### src/rtl/thermal_alert_pkg.sv
package thermal_alert_pkg;

    // Next-state record of one hysteresis flag.
    typedef struct packed {
        logic active;
    } flag_state_t;

    // Millivolt level to the nearest converter code.
    function automatic int mv_to_code(input int mv, input int full_mv, input int code_w);
        int steps;
        steps = 1 << code_w;
        return (mv * steps * 2 + full_mv) / (2 * full_mv);
    endfunction

endpackage

### src/rtl/thermal_window_cmp.sv
module thermal_window_cmp #(
    parameter int CODE_W   = 8,
    parameter int SET_CODE = 63,
    parameter int CLR_CODE = 66
) (
    input  logic [CODE_W-1:0] code,
    output logic              at_or_below_set,
    output logic              at_or_above_clr
);
    localparam logic [CODE_W-1:0] SET_V = CODE_W'(SET_CODE);
    localparam logic [CODE_W-1:0] CLR_V = CODE_W'(CLR_CODE);

    always_comb begin
        at_or_below_set = (code <= SET_V);
        at_or_above_clr = (code >= CLR_V);
    end
endmodule

### src/rtl/thermal_hyst_flag.sv
module thermal_hyst_flag
    import thermal_alert_pkg::*;
#(
    parameter int CODE_W   = 8,
    parameter int SET_CODE = 63,
    parameter int CLR_CODE = 66
) (
    input  logic              clk,
    input  logic              rst_n,
    input  logic              smp_vld,
    input  logic [CODE_W-1:0] smp_code,
    output logic              flag
);
    logic        hit_set;
    logic        hit_clr;
    flag_state_t st_d, st_q;

    thermal_window_cmp #(
        .CODE_W  (CODE_W),
        .SET_CODE(SET_CODE),
        .CLR_CODE(CLR_CODE)
    ) u_cmp (
        .code           (smp_code),
        .at_or_below_set(hit_set),
        .at_or_above_clr(hit_clr)
    );

    always_comb begin
        st_d = st_q;
        if (smp_vld) begin
            if (hit_set) begin
                st_d.active = 1'b1;
            end else if (hit_clr) begin
                st_d.active = 1'b0;
            end
        end
    end

    always_ff @(posedge clk or negedge rst_n) begin
        if (!rst_n) begin
            st_q <= '0;
        end else begin
            st_q <= st_d;
        end
    end

    assign flag = st_q.active;
endmodule

### src/rtl/thermal_alert_mon.sv
module thermal_alert_mon
    import thermal_alert_pkg::*;
#(
    parameter int CODE_W       = 8,
    parameter int FULL_MV      = 2000,
    parameter int ALERT_SET_MV = 491,
    parameter int ALERT_CLR_MV = 513,
    parameter int HOT_SET_MV   = 472,
    parameter int HOT_CLR_MV   = 494
) (
    input  logic              clk,
    input  logic              rst_n,
    input  logic              smp_vld,
    input  logic [CODE_W-1:0] smp_code,
    output logic              alert,
    output logic              hot_n
);
    // thresholds rounded to the nearest code
    localparam int ALERT_SET_CODE = mv_to_code(ALERT_SET_MV, FULL_MV, CODE_W);
    localparam int ALERT_CLR_CODE = mv_to_code(ALERT_CLR_MV, FULL_MV, CODE_W);
    localparam int HOT_SET_CODE   = mv_to_code(HOT_SET_MV,   FULL_MV, CODE_W);
    localparam int HOT_CLR_CODE   = mv_to_code(HOT_CLR_MV,   FULL_MV, CODE_W);
    localparam int NUM_FLAGS      = 2;

    localparam int SET_TBL [NUM_FLAGS] = '{ALERT_SET_CODE, HOT_SET_CODE};
    localparam int CLR_TBL [NUM_FLAGS] = '{ALERT_CLR_CODE, HOT_CLR_CODE};

    logic [NUM_FLAGS-1:0] flags;

    for (genvar g = 0; g < NUM_FLAGS; g++) begin : g_flag
        thermal_hyst_flag #(
            .CODE_W  (CODE_W),
            .SET_CODE(SET_TBL[g]),
            .CLR_CODE(CLR_TBL[g])
        ) u_flag (
            .clk     (clk),
            .rst_n   (rst_n),
            .smp_vld (smp_vld),
            .smp_code(smp_code),
            .flag    (flags[g])
        );
    end

    assign alert = flags[0];
    assign hot_n = ~flags[1];
endmodule

### config.mk
export PLATFORM = sky130hd
export DESIGN_NAME = thermal_alert_mon
export DESIGN_NICKNAME = d
export VERILOG_FILES = /design/src/rtl/thermal_alert_pkg.sv /design/src/rtl/thermal_window_cmp.sv /design/src/rtl/thermal_hyst_flag.sv /design/src/rtl/thermal_alert_mon.sv
export SDC_FILE = /design/constraint.sdc
export NUM_CORES = 1
export LEC_CHECK = 0
export ABC_AREA = 1
export BUFFER_PORTS_ARGS = -buffer_cell sky130_fd_sc_hd__buf_2
export CAP_MARGIN = 20
export CELL_PAD_IN_SITES_DETAIL_PLACEMENT = 1
export CELL_PAD_IN_SITES_GLOBAL_PLACEMENT = 2
export CORE_MARGIN = 2
export CORE_UTILIZATION = 13
export DETAILED_ROUTE_END_ITERATION = 8
export PLACE_DENSITY = 0.76
export SLEW_MARGIN = 20
export SYNTH_ARGS = -nofsm -noshare
export SYNTH_HDL_FRONTEND = slang
export SYNTH_HIERARCHICAL = 1
export SYNTH_SLANG_ARGS = --single-unit
export TNS_END_PERCENT = 1
### constraint.sdc
create_clock -name clk -period 0.8 [get_ports clk]
set_input_delay 0.08 -clock clk [delete_from_list [all_inputs] [get_ports clk]]
set_output_delay 0.08 -clock clk [all_outputs]
set_load 0.02 [all_outputs]
Yosys cells after proc, flatten, opt, wreduce, memory -nomap -nowiden
Index checks and enable logic that the tools add are counted.
{"block": "totals", "regBits": 2, "elab_cells": 15, "out_inout_bits": 2, "in_bits": 11}
{"block": "classes", "reduce_logical": 4, "n_bitwise": 1, "n_lt_le_gt_ge": 4, "n_mux": 4}
{"op": "$le A8 B6 Y1 const B", "count": 2}
{"op": "$ge A8 B6 Y1 const B", "count": 1}
{"op": "$ge A8 B7 Y1 const B", "count": 1}
{"op": "$mux W1", "count": 4}
{"op": "$reduce_and A2 Y1", "count": 2}
{"op": "$reduce_bool A2 Y1", "count": 2}
{"op": "$not A1 Y1", "count": 1}

Depth between registers and ports, before layout
{"block": "logic_depth", "depth_word": 3, "ltp_mapped": 8}

Modules after synthesis
The synthesis kept the hierarchy.
{"module": "thermal_hyst_flag", "cells_each": 5, "n_inst": 2, "seq_area_each_um2": 25.0, "area_each_um2": 40.0}
{"module": "thermal_window_cmp at g_flag[1].u_flag.u_cmp", "cells_each": 13, "n_inst": 1, "seq_area_each_um2": 0.0, "area_each_um2": 55.1}
{"module": "thermal_window_cmp at g_flag[0].u_flag.u_cmp", "cells_each": 13, "n_inst": 1, "seq_area_each_um2": 0.0, "area_each_um2": 50.0}
{"module": "thermal_alert_mon", "cells_each": 1, "n_inst": 1, "seq_area_each_um2": 0.0, "area_each_um2": 3.8}

Least setup slack after synthesis
OpenSTA, ideal clock, no wires.
{"block": "synth_path", "kind": "register to register", "from": "reg, netlist name g_flag[0].u_flag/flag", "to": "reg g_flag[0].u_flag.st_q", "path_stages_with_launch": 3, "t_arrival_ns": 0.559, "setup_slack_ns": 0.124, "path_cell_list": "dfrtp_1 > nand2_1 > nand2_1"}
{"element": "to (signal assigned)", "line": "thermal_hyst_flag.sv:43", "rtl": "st_q <= st_d;"}
{"element": "to (decl)", "line": "thermal_hyst_flag.sv:16", "rtl": "flag_state_t st_d, st_q;"}

Final worst setup path
{"block": "layout_path", "from": "reg g_flag[1].u_flag.st_q", "to": "out hot_n"}
{"block": "layout_via", "elab_chain_cells": 1}
{"element": "from (decl)", "line": "thermal_hyst_flag.sv:16"}
{"element": "from (signal assigned)", "line": "thermal_hyst_flag.sv:43"}
{"element": "$not A1 Y1", "line": "thermal_alert_mon.sv:45", "rtl": "assign hot_n = ~flags[1];"}
{"element": "to (decl)", "line": "thermal_alert_mon.sv:16", "rtl": "output logic hot_n"}
No other way between the ends.

==> results.json <==
{
  "drtAntennaViolNets": 0,
  "vias": 260,
  "violations": "negative setup slack",
  "syn_area_um2": 189,
  "grt_pass1_wl_um": 1010,
  "drtPass1Iterations": 3,
  "crit_arrival_ns": 0.77,
  "synth_area_leaders": "nand2_1, dfrtp_1, inv_1",
  "outcome": "finished, violations left",
  "wl_per_cell_um": 7.83,
  "grt_pass1_vias": 264,
  "cp.required_ns": 0.72,
  "fp.coreArea_mm2": 0.00133,
  "clockBufferDepth": 2,
  "ys_seq_area_share_pct": 26.5,
  "drive_gt1_share_pct": 33.3,
  "setup-tns-final_ns": -0.0789,
  "antenna_found_initial": 0,
  "drt-vias-per-instance": 3.77,
  "start_kind": "register",
  "dr.first_iter.drc_count": 2,
  "maxSlewViolCount": 0,
  "clk_pin_slew_ns": 0.03,
  "numCtsBuffers": 3,
  "mostFrequentLayoutCell": "nand2_1",
  "hpwl_um": 460,
  "cap_violations": 0,
  "die_area_mm2": 0.00177,
  "crit_fanout": 2,
  "synth_cell_types": 6,
  "hold_class": "input port to register",
  "avgSynthCellArea_um2": 5.11,
  "p_leak_nw": 0.199,
  "most-common-layout-cells": "nand2_1, buf_2, inv_1",
  "final_area_um2": 314,
  "netlist_instances": 37,
  "cp-end-kind": "output port",
  "clkSinkCount": 2,
  "port_buffers": 12,
  "grt-ovfl-total": 0,
  "rows": 13,
  "ys_warn_count": 6,
  "rsz0062_at_grt": "true",
  "synth_top_cell_area_share_pct": 37.7,
  "largest_reg_flops": 2,
  "layout.nets": 67,
  "root_buffer": "clkbuf_4",
  "max_freq_mhz": 1180,
  "max-slew-margin-rel_pct": 89.5,
  "path_class": "register to output port",
  "die_w_um": 42.1,
  "drc": 0,
  "dpl-instance-area_um2": 268,
  "grt_usage_pct": 7.59,
  "power_density_mw_per_mm2": 1490,
  "htreeDepth": 1,
  "synth_top_area_cell": "nand2_1",
  "chipHeight_um": 42.1,
  "synth_seq_cells": 2,
  "grt_max_degree": 5,
  "hold_viol": 0,
  "ir_drop_mv": 0.348,
  "routed_wl_um": 540,
  "syn_to_final_growth_pct": 66.2,
  "period_needed_ns": 0.848,
  "skew_ns": 0,
  "final-setup-viol-count": 2,
  "fin_ws_ns": -0.0485,
  "diodes": 0,
  "cts_tree": "done",
  "start_util_pct": 14.2,
  "clock_latency_ns": 0.22,
  "period_share_pct": 106,
  "syn-num-nets": 48,
  "worstMarginPinSlew_ns": 0.158,
  "place_congestion": 0.659,
  "num_io_pins": 13
}
-- stage by stage --
stage | setup slack, ns | power [mW] | util (%) | instances | hold WS [ns]
3_5_place_dp | 0.0103 | 0.229 | 20.1 | 64 | -0.129
3_3_place_gp | 0.0433 | 0.225 | 20.1 | 64 | -0.132
6_report | -0.0485 | 0.468 | 23.5 | 69 | 0.132
5_1_grt | -0.0744 | 0.507 | 23.5 | 69 | 0.151
4_1_cts | -0.0572 | 0.470 | 23.0 | 68 | 0.131
2_1_floorplan | 0.124 | 0.173 | - | 37 | -0.216
-- per-layer routing --
layer | GRT usage, % | share of wire, % | vias to the layer above
li1 | - | - | 138
met1 | 7.67 | 41 | 114
met2 | 12.5 | 52 | 8
met3 | 4.31 | 7.0 | 0
met4 | 3.75 | 0 | 0
met5 | 0 | 0 | -
-- worst max-delay path, cell delays in order, from the launching register on --
cell and delay, ns:
dfrtp_1 0.37, inv_1 0.07, buf_6 0.11
-- timing repair --
item | CTS | global route
setup buffers | 0 | 1
hold buffers | 1 | 0
setup endpoints to repair | 2 | 2
hold endpoints to repair | 2 | 0
cloned | 0 | 0
gates resized for setup | 2 | 0
-- cell type report --
type	instances	area, µm²
fill	187	1020
multi-input combinational	26	105
timing repair buffer	14	83.8
sequential	2	50.0
inverter	9	33.8
clock buffer	3	22.5
tap	15	18.8
-- Yosys cell counts --
cell and number:
nand2_1 19, inv_1 9, nor2_1 3, a21oi_1 2
dfrtp_1 2, nor2_2 2
-- power by group --
| group | switching [mW] | total, mW | internal (mW) | leakage [nW] |
|---|---|---|---|---|
| sequential | 0.00595 | 0.119 | 0.113 | 0.0256 |
| combinational | 0.0666 | 0.126 | 0.0594 | 0.160 |
| clock | 0.0575 | 0.223 | 0.166 | 0.0138 |
-- cells by family after synthesis --
logic type,synth area share [%]
AND/OR/NAND/NOR,50.3
buffers and inverters,17.9
flip-flops,26.5
AO/OA/AOI/OAI,5.30
-- path summary, 6_finish.rpt --
| check | end | startpoint | cells past startpoint | slack (ns) |
|---|---|---|---|---|
| setup / recovery | hot_n | g_flag[1].u_flag/flag | 2 | -0.05 |
| hold / removal | g_flag[0].u_flag/flag | smp_vld | 3 | 0.13 |
| setup reg to reg | g_flag[1].u_flag/flag | g_flag[1].u_flag/flag | 3 | 0.09 |
| hold reg to reg | g_flag[0].u_flag/flag | g_flag[0].u_flag/flag | 2 | 0.48 |
| max in group asynchronous | g_flag[0].u_flag/flag | rst_n | 2 | 0.53 |
| min in group asynchronous | g_flag[1].u_flag/flag | rst_n | 2 | 0.17 |
Note: power is estimated with default switching activity, not from simulation.
